## src/rtl/nplc_pkg.sv

```systemverilog
package nplc_pkg;
  typedef enum logic [3:0] {
    S_IDLE, S_CMD, S_SET1, S_COL, S_ROW0, S_ROW1,
    S_SET2, S_RB, S_RDLO, S_RDHI, S_FIN
  } nplc_state_t;
endpackage

```

## src/rtl/nplc_countdown.sv

```systemverilog
module nplc_countdown #(
  parameter int TW = 5
) (
  input  logic          clk,
  input  logic          rst,
  input  logic          load,
  input  logic [TW-1:0] val,
  output logic          zero
);
  logic [TW-1:0] cnt;

  always_ff @(posedge clk) begin
    if (rst)             cnt <= '0;
    else if (load)       cnt <= val;
    else if (cnt != '0)  cnt <= cnt - 1'b1;
  end

  assign zero = (cnt == '0);
endmodule

```

## src/rtl/nplc_tracker.sv

```systemverilog
module nplc_tracker #(
  parameter int AW         = 16,
  parameter int OW         = 32,
  parameter int SW         = 32,
  parameter int PAGE_WORDS = 256
) (
  input  logic          clk,
  input  logic          rst,
  input  logic          init,
  input  logic [OW-1:0] src_off,
  input  logic [SW-1:0] size_bytes,
  input  logic [AW-1:0] dst_addr,
  input  logic          word_adv,
  input  logic          page_adv,
  output logic [7:0]    row_lo,
  output logic [7:0]    row_hi,
  output logic [AW-1:0] ptr,
  output logic          page_end,
  output logic          more
);
  localparam int IW = (PAGE_WORDS > 1) ? $clog2(PAGE_WORDS) : 1;
  localparam logic [SW:0]   PSTEP = (SW+1)'(2 * PAGE_WORDS);
  localparam logic [OW-1:0] WSTEP = OW'(PAGE_WORDS);
  localparam logic [IW-1:0] WLAST = IW'(PAGE_WORDS - 1);

  logic [OW-1:0] woff;
  logic [SW-1:0] rem;
  logic [IW-1:0] widx;
  logic [SW:0]   rem_nxt;

  assign rem_nxt = {rem[SW-1], rem} - PSTEP;

  always_ff @(posedge clk) begin
    if (rst) begin
      woff <= '0;
      rem  <= '0;
      ptr  <= '0;
      widx <= '0;
    end else if (init) begin
      woff <= {1'b0, src_off[OW-1:1]};
      rem  <= size_bytes;
      ptr  <= dst_addr;
      widx <= '0;
    end else begin
      if (word_adv) begin
        ptr  <= ptr + AW'(2);
        widx <= (widx == WLAST) ? '0 : widx + 1'b1;
      end
      if (page_adv) begin
        rem  <= rem_nxt[SW-1:0];
        woff <= woff + WSTEP;
      end
    end
  end

  assign row_lo   = woff[15:8];
  assign row_hi   = woff[23:16];
  assign page_end = (widx == '0);
  assign more     = ~rem_nxt[SW];
endmodule

```

## src/rtl/nand_page_loader.sv

```systemverilog
module nand_page_loader
  import nplc_pkg::*;
#(
  parameter int          AW         = 16,
  parameter int          OW         = 32,
  parameter int          SW         = 32,
  parameter int          PAGE_WORDS = 256,
  parameter int          SETTLE     = 20,
  parameter int          RD_WAIT    = 2,
  parameter logic [7:0]  CMD_READ   = 8'h00
) (
  input  logic          clk,
  input  logic          rst,
  input  logic          start,
  input  logic          boot_nand,
  input  logic [AW-1:0] dst_addr,
  input  logic [OW-1:0] src_off,
  input  logic [SW-1:0] size_bytes,
  input  logic          flash_rb,
  input  logic [15:0]   flash_din,
  output logic          done,
  output logic          flash_ce_n,
  output logic          flash_cle,
  output logic          flash_ale,
  output logic          flash_we_n,
  output logic          flash_re_n,
  output logic [15:0]   flash_dout,
  output logic          ram_we,
  output logic [AW-1:0] ram_addr,
  output logic [15:0]   ram_wdata
);
  localparam int TMAX = (SETTLE > RD_WAIT) ? SETTLE : RD_WAIT;
  localparam int TW   = (TMAX > 1) ? $clog2(TMAX + 1) : 1;
  localparam logic [TW-1:0] T_SET = TW'(SETTLE - 1);
  localparam logic [TW-1:0] T_RD  = TW'(RD_WAIT);

  nplc_state_t st, st_d;
  logic        wph, wph_d;
  logic        tmr_ld, tmr_zero;
  logic [TW-1:0] tmr_val;
  logic        trk_init, word_adv, page_adv, page_end, more;
  logic [7:0]  row_lo, row_hi;
  logic [AW-1:0] ptr;
  logic        is_wr;
  logic [15:0] dout_d;

  nplc_countdown #(.TW(TW)) u_tmr (
    .clk(clk), .rst(rst), .load(tmr_ld), .val(tmr_val), .zero(tmr_zero)
  );

  nplc_tracker #(.AW(AW), .OW(OW), .SW(SW), .PAGE_WORDS(PAGE_WORDS)) u_trk (
    .clk(clk), .rst(rst), .init(trk_init), .src_off(src_off),
    .size_bytes(size_bytes), .dst_addr(dst_addr), .word_adv(word_adv),
    .page_adv(page_adv), .row_lo(row_lo), .row_hi(row_hi), .ptr(ptr),
    .page_end(page_end), .more(more)
  );

  always_comb begin
    st_d     = st;
    wph_d    = wph;
    tmr_ld   = 1'b0;
    tmr_val  = '0;
    trk_init = 1'b0;
    word_adv = 1'b0;
    page_adv = 1'b0;
    case (st)
      S_IDLE: if (start) begin
        if (boot_nand) begin
          st_d = S_CMD; wph_d = 1'b0; trk_init = 1'b1;
        end else begin
          st_d = S_FIN;
        end
      end
      S_CMD: if (!wph) wph_d = 1'b1;
             else begin st_d = S_SET1; wph_d = 1'b0; tmr_ld = 1'b1; tmr_val = T_SET; end
      S_SET1: if (tmr_zero) begin st_d = S_COL; wph_d = 1'b0; end
      S_COL: if (!wph) wph_d = 1'b1;
             else begin st_d = S_ROW0; wph_d = 1'b0; end
      S_ROW0: if (!wph) wph_d = 1'b1;
              else begin st_d = S_ROW1; wph_d = 1'b0; end
      S_ROW1: if (!wph) wph_d = 1'b1;
              else begin st_d = S_SET2; wph_d = 1'b0; tmr_ld = 1'b1; tmr_val = T_SET; end
      S_SET2: if (tmr_zero) st_d = S_RB;
      S_RB: if (flash_rb) begin st_d = S_RDLO; tmr_ld = 1'b1; tmr_val = T_RD; end
      S_RDLO: if (tmr_zero) begin st_d = S_RDHI; word_adv = 1'b1; end
      S_RDHI: if (!page_end) begin
                st_d = S_RDLO; tmr_ld = 1'b1; tmr_val = T_RD;
              end else begin
                page_adv = 1'b1;
                if (more) begin st_d = S_CMD; wph_d = 1'b0; end
                else st_d = S_FIN;
              end
      S_FIN: st_d = S_IDLE;
      default: st_d = S_IDLE;
    endcase
  end

  assign is_wr = (st_d == S_CMD) || (st_d == S_COL) ||
                 (st_d == S_ROW0) || (st_d == S_ROW1);

  always_comb begin
    case (st_d)
      S_CMD:   dout_d = {8'h00, CMD_READ};
      S_ROW0:  dout_d = {8'h00, row_lo};
      S_ROW1:  dout_d = {8'h00, row_hi};
      default: dout_d = 16'h0000;
    endcase
  end

  always_ff @(posedge clk) begin
    if (rst) begin
      st         <= S_IDLE;
      wph        <= 1'b0;
      done       <= 1'b0;
      flash_ce_n <= 1'b1;
      flash_cle  <= 1'b0;
      flash_ale  <= 1'b0;
      flash_we_n <= 1'b1;
      flash_re_n <= 1'b1;
      flash_dout <= '0;
      ram_we     <= 1'b0;
      ram_addr   <= '0;
      ram_wdata  <= '0;
    end else begin
      st         <= st_d;
      wph        <= wph_d;
      done       <= (st_d == S_FIN);
      flash_ce_n <= (st_d == S_IDLE) || (st_d == S_FIN);
      flash_cle  <= (st_d == S_CMD) || (st_d == S_SET1);
      flash_ale  <= (st_d == S_COL) || (st_d == S_ROW0) ||
                    (st_d == S_ROW1) || (st_d == S_SET2);
      flash_we_n <= !(is_wr && !wph_d);
      flash_re_n <= (st_d != S_RDLO);
      flash_dout <= dout_d;
      ram_we     <= word_adv;
      if (word_adv) begin
        ram_addr  <= ptr;
        ram_wdata <= flash_din;
      end
    end
  end
endmodule

```

## config.mk

```make
export PLATFORM = sky130hd
export DESIGN_NAME = nand_page_loader
export DESIGN_NICKNAME = d
export VERILOG_FILES = /design/src/rtl/nplc_pkg.sv /design/src/rtl/nplc_countdown.sv /design/src/rtl/nplc_tracker.sv /design/src/rtl/nand_page_loader.sv
export SDC_FILE = /design/constraint.sdc
export NUM_CORES = 1
export LEC_CHECK = 0
export ABC_AREA = 1
export ABC_CLOCK_PERIOD_IN_PS = 2700
export BUFFER_PORTS_ARGS = -buffer_cell sky130_fd_sc_hd__buf_2
export CORE_ASPECT_RATIO = 0.75
export CORE_UTILIZATION = 50
export CTS_BUF_LIST = sky130_fd_sc_hd__clkbuf_8
export DETAILED_ROUTE_END_ITERATION = 16
export PLACE_DENSITY = 0.72
export SLEW_MARGIN = 20
export SYNTH_ARGS = -nofsm -noshare
export SYNTH_HDL_FRONTEND = slang
export SYNTH_HIERARCHICAL = 1
export SYNTH_SLANG_ARGS = --single-unit
```

## constraint.sdc

```tcl
create_clock -name clk -period 2.7 [get_ports clk]
set_input_delay 0.81 -clock clk [delete_from_list [all_inputs] [get_ports clk]]
set_output_delay 0.81 -clock clk [all_outputs]
set_load 0.05 [all_outputs]
```

======== After elaboration in Yosys (flattened, before gate mapping) ========
Cells that the tools add are included.
operators by class
  bitwise gates (word level) .............. 0
  div/mod/pow operators ................... 0
  mux-type cells .......................... 45
  $mul .................................... 0
  reduce and logical (&&, ||, !) cells .... 22
  $lt $le $gt $ge ......................... 0
  add/sub/neg operators ................... 5
  shift-type cells ........................ 0
  eq/ne operators ......................... 18
operators with widths
  operator                count
  $mux 32                 2
  $mux 31                 2
  $mux 4                  12
  $pmux 4 s10             1
  $sub 32x11->33 const B  1
  $add 32x9->32 const B   1
  $mux 16                 2
  $eq 4x3->1 const B      7
  $add 16x2->16 const B   1
  $eq 4x2->1 const B      4
  $mux 1                  16
  $pmux 8 s2              1
  $mux 5                  3
  $pmux 5 s3              1
  $eq 4x4->1 const B      3
  $add 8x1->8 const B     1
  $eq 4x1->1 const B      2
  $eq 8x8->1 const B      1
  $logic_not 4->1         2
  $logic_not 8->1         1
  $logic_or 1x1->1        8
  $mux 8                  1
  $reduce_bool 2->1       3
  $logic_not 5->1         1
  10 further kinds        13
word-level totals
  input bits .............................. 101
  logic and storage cells ................. 108
  bits in latches ......................... 0
  output and inout port bits .............. 55
  flip-flop bits (word level) ............. 153
  bits in read-only memories .............. 0
  memories ................................ 0
  RAM bits ................................ 0

======== Depth between registers and ports, before layout ========
  depth after elaboration ................. 10
  depth in mapped cells ................... 15

======== Cells and area by module ========
Netlist, hierarchy kept.
modules (own cells, without submodules)
  module            sequential area each (um2)  cells an instance  instances  area each (um2)
  nplc_tracker      1,261.2                     577                1          3,897.5
  nand_page_loader  1,041.0                     304                1          2,200.9
  nplc_countdown    100.1                       42                 1          290.3

======== Worst setup path after synthesis ========
OpenSTA, ideal clock, no wires.
  kind .................................... register -> register
  start point ............................. register u_tmr.cnt[0]
  end point ............................... register u_trk.widx[7]
  buffers on the path ..................... 2
  arrival ................................. 1.980 ns
  path slack .............................. 0.605 ns
  cell stages (with the launch flop) ...... 16
  required time ........................... 2.585 ns
  cells stage by stage .................... dfxtp_1 > inv_1 > ha_1 > nand3_2 > clkinv_2 > nand3_2 > inv_2 > buf_2 > buf_4 > nand2_1 > nor2_2 > nand2_1 > nor3_2 > nand2_1 > nand2_1 > nor2_1
on the way
  word-level cells in the longest chain between the ends .. 3
RTL lines
  element                 line                    source
  start, declared         nplc_countdown.sv:10    logic [TW-1:0] cnt;
  start signal, assigned  nplc_countdown.sv:14    else if (load) cnt <= val;
  start signal, assigned  nplc_countdown.sv:15    else if (cnt != '0) cnt <= cnt - 1'b1;
  $logic_not 5->1         nplc_countdown.sv:18    assign zero = (cnt == '0);
  net tmr_zero            nand_page_loader.sv:39  logic tmr_ld, tmr_zero;
  $mux 1                  nand_page_loader.sv:85  S_RDLO: if (tmr_zero) begin st_d = S_RDHI; word_adv = 1'b1; end
  $mux 1                  nand_page_loader.sv:66  case (st)
  net word_adv            nand_page_loader.sv:41  logic trk_init, word_adv, page_adv, page_end, more;
  end signal, assigned    nplc_tracker.sv:47      widx <= (widx == WLAST) ? '0 : widx + 1'b1;
  end, declared           nplc_tracker.sv:28      logic [IW-1:0] widx;
The timed path passes the listed nets, and every way through them passes these cells.
A chain may end at the register's enable or synchronous reset.

======== Final worst setup path ========
  start point ............................. register u_trk.widx[1]
  end point ............................... register u_trk.woff[20]
on the way
  word-level cells in the longest chain between the ends .. 4
RTL lines
  element                             line                    source
  $logic_not 8->1                     nplc_tracker.sv:58      assign page_end = (widx == '0);
  net page_end                        nand_page_loader.sv:41
  $mux 1                              nand_page_loader.sv:86  S_RDHI: if (!page_end) begin
  $mux 1                              nand_page_loader.sv:66
  net page_adv                        nand_page_loader.sv:41
  $reduce_bool 2->1 (no source line)  n/a
  end signal, assigned                nplc_tracker.sv:40      woff <= {1'b0, src_off[OW-1:1]};
  end signal, assigned                nplc_tracker.sv:51      woff <= woff + WSTEP;
  end, declared                       nplc_tracker.sv:26      logic [OW-1:0] woff;
The timed path passes the listed nets, and every way through them passes these cells.

==> metrics <==
status completed; Worst Tran Pin Value 793 ps; final count of hold timing violations 0; setup violators final 0; Max IR drop VDD 435 uV; Power Density 863 mW/mm2; Synth area leader dfxtp_1; # DRC 0; CORE AREA 0.0123 mm2; Root Buffer clkbuf_8; share of layout cells above drive strength 1 21.6%; main flop type after synthesis dfxtp_1; Netlist cell types 46; Post-Layout Cell Count 1225; CP Cell Sequence inv_1 -> ha_1 -> nand3_1 -> nor4_1 -> buf_4 -> inv_1 -> nor2_1 -> nand2_2 -> inv_2 -> buf_4 -> nand3_1 -> a21oi_1; CP delay by family, top simple AND/OR/NAND/NOR gates; setup TNS 0 ps; crit share post-route 88.6%; Cells after Synth 923; crit end category flop; max-slew violation count 0; clock skew 12.6 ps; vias in the first global route 5607; Die Y 99.9 um; via count 6489; Num Clock Sinks 120; CP Class reg2reg; CTS tree done; gr usage total 25.4%; H-tree depth 4; site row count 35; Synth area leaders dfxtp_1 (38%), nand2_1 (14%), a21oi_1 (7.3%); IO Pins 156; synthesis-to-layout area growth 17.7%; fin util 60.9%; fin nets 1152; Yosys reg bits 120; Starting Density 51.7%; Tot Pwr 6480 uW; register area share after synthesis 37.6%; Pleak 0.00332 uW; WL final 16700 um; Worst Path Required 3050 ps; total CTS buffers 17; DR WL/cell 13.6 um; placed cells 1192; initial antenna violation count 1; DRT antenna net count 0; post-place instance area 0.00713 mm2; first-pass GRT wire length 27100 um; initial drt markers 573; drt first pass iters 5; crit-path max cell delay 340 ps; I/O Buffers 122; post-DP HPWL 12100 um; crit-path max FO 17; clock slew at reported path FFs 70 ps; Slew Limit Headroom 46.8%; clock latency on the worst-skew pair 430 ps; die width 133 um; clock buffer depth 2; crit path max-delay cell type dfxtp_1; design area 0.00752 mm2; final global-route overflow total 0; FFs w/ async S/R, synth 0%; Post-synth EDFFs 0; share of the synthesized area in the top cell type 37.6%; RSZ-0062 raised after global routing false; max cap viols 0; HP Class reg2reg; CTS Hold Bufs 0; Critical Path Start Type flop; routed vias/inst 5.30; Arrival @ worst endpoint 2740 ps; fin crit period 2390 ps; largest net degree at the start of global routing 53; fillcell total 1197; Synth Cell Area 0.00639 mm2; Syn Area/Cell 6.92 um2; Die Area 0.0132 mm2; Fmax 418 MHz; WP buf/inv 5; Warnings, synthesis 6; final RePlAce weighted congestion 0.923
==> kinds of logic (layout without fill, tap and decap cells) <==
| kind of cell | Yosys count | after routing | synth area share, % |
|---|---|---|---|
| AOI/OAI and AO/OA | 186 | 186 | 17.0 |
| xor gates and xnor gates | 14 | 14 | 1.92 |
| adders and majority gates | 6 | 6 | 1.18 |
| buffers and inverters | 135 | 261 | 9.11 |
| DFF | 120 | 120 | 37.6 |
| other | 1 | 11 | 0.0587 |
| and+or+nand+nor | 461 | 461 | 33.2 |
==> state kept, by name, indices dropped and copies added, names as in the netlist <==
signal,cells
flash_we_n,1
ram_wdata,16
ram_addr,16
flash_ce_n,1
u_trk/woff,16
ram_we,1
flash_ale,1
done,1
wph,1
u_trk/rem,23
st,4
flash_dout,8
flash_re_n,1
flash_cle,1
u_trk/ptr,16
u_trk/widx,8
u_tmr/cnt,5
==> where the power goes <==
part	internal, uW	switching (uW)	leakage, uW	total [uW]
combinational	870	1770	0.00213	2640
sequential	2000	237	0.000974	2240
clock	874	730	0.000209	1600
total	3750	2740	0.00332	6480
==> metal layers <==
metal	wire [um]	global-route usage (%)	vias to the layer above	part of all wire [%]
li1	-	-	3283	-
met1	8490	37.8	2959	51
met2	6820	36.9	223	41
met3	1040	3.59	24	6.3
met4	310	9.55	0	1.9
met5	0	0	-	0
==> worst register-to-register path, stage by stage, from the launching register on <==
cell	delay (ps)
dfxtp_1	340
inv_1	80
ha_1	140
nand3_1	70
nor4_1	260
buf_4	190
inv_1	50
nor2_1	320
nand2_2	220
inv_2	100
buf_4	230
nand3_1	140
a21oi_1	160
==> timing repair <==
| item | CTS | global route |
|---|---|---|
| setup endpoints to repair | 0 | 1 |
| resized for setup | 0 | 1 |
| setup buffers | 0 | 0 |
==> cell usage in the layout, fill, tap and decap left out, types with 2 or more instances in the layout <==
cell,count
a21o_1,3
o21ai_0,26
nand4_1,16
bufinv_16,2
ha_1,6
o21ai_1,4
nand3_1,70
a21oi_2,2
nor2_2,14
clkinv_2,5
inv_2,12
a31oi_1,13
nor3_1,7
a21oi_1,93
a22oi_1,34
o211ai_1,4
conb_1,10
clkbuf_8,20
nand2_2,11
nand2_1,239
buf_2,121
inv_1,84
xor2_1,13
nor3b_1,2
nor2_4,9
dfxtp_1,120
nand3_2,6
nor2_1,76
buf_4,14
nand3b_1,4
clkinvlp_4,2
==> synthesized netlist by cell type (7+ instances only) <==
cell / number
clkbuf_1: 15
nor2_4: 9
inv_2: 11
a21oi_1: 93
dfxtp_1: 120
buf_4: 14
nor2_2: 14
inv_1: 81
nor2_1: 76
a31oi_1: 13
o21ai_0: 27
nand3_1: 70
nand2_1: 239
nand2_2: 11
nor3_1: 7
a22oi_1: 34
nand4_1: 16
xor2_1: 13
buf_2: 11
==> final timing paths <==
path | cells past startpoint | slack [ps] | from | endpoint
setup / recovery | 12 | 310 | u_trk/widx[1] | u_trk/woff[20]
hold / removal | 2 | 460 | u_trk/ptr[0] | ram_addr[0]
setup reg to reg | 12 | 310 | u_trk/widx[1] | u_trk/woff[20]
hold reg to reg | 2 | 460 | u_trk/ptr[0] | ram_addr[0]
==> area by class of cell <==
| class | count | area, um2 | area share [%] |
|---|---|---|---|
| diodes | 1 | 2.50 | 0.0333 |
| clock buffers | 20 | 275 | 3.66 |
| clock inverters | 12 | 110 | 1.46 |
| inverters | 93 | 350 | 4.66 |
| multi-input cells | 677 | 3440 | 45.7 |
| flip-flops and latches | 120 | 2400 | 32.0 |
| well taps | 166 | 208 | 2.76 |
| repair buffers | 136 | 731 | 9.72 |
==> metrics by stage <==
stage	hold slack (ps)	setup WS (ps)
5_1_grt	479	81.5
3_5_place_dp	453	357
3_3_place_gp	449	394
2_1_floorplan	437	605
4_1_cts	460	324
6_report	458	309
Note: power is estimated with default switching activity, not from simulation.
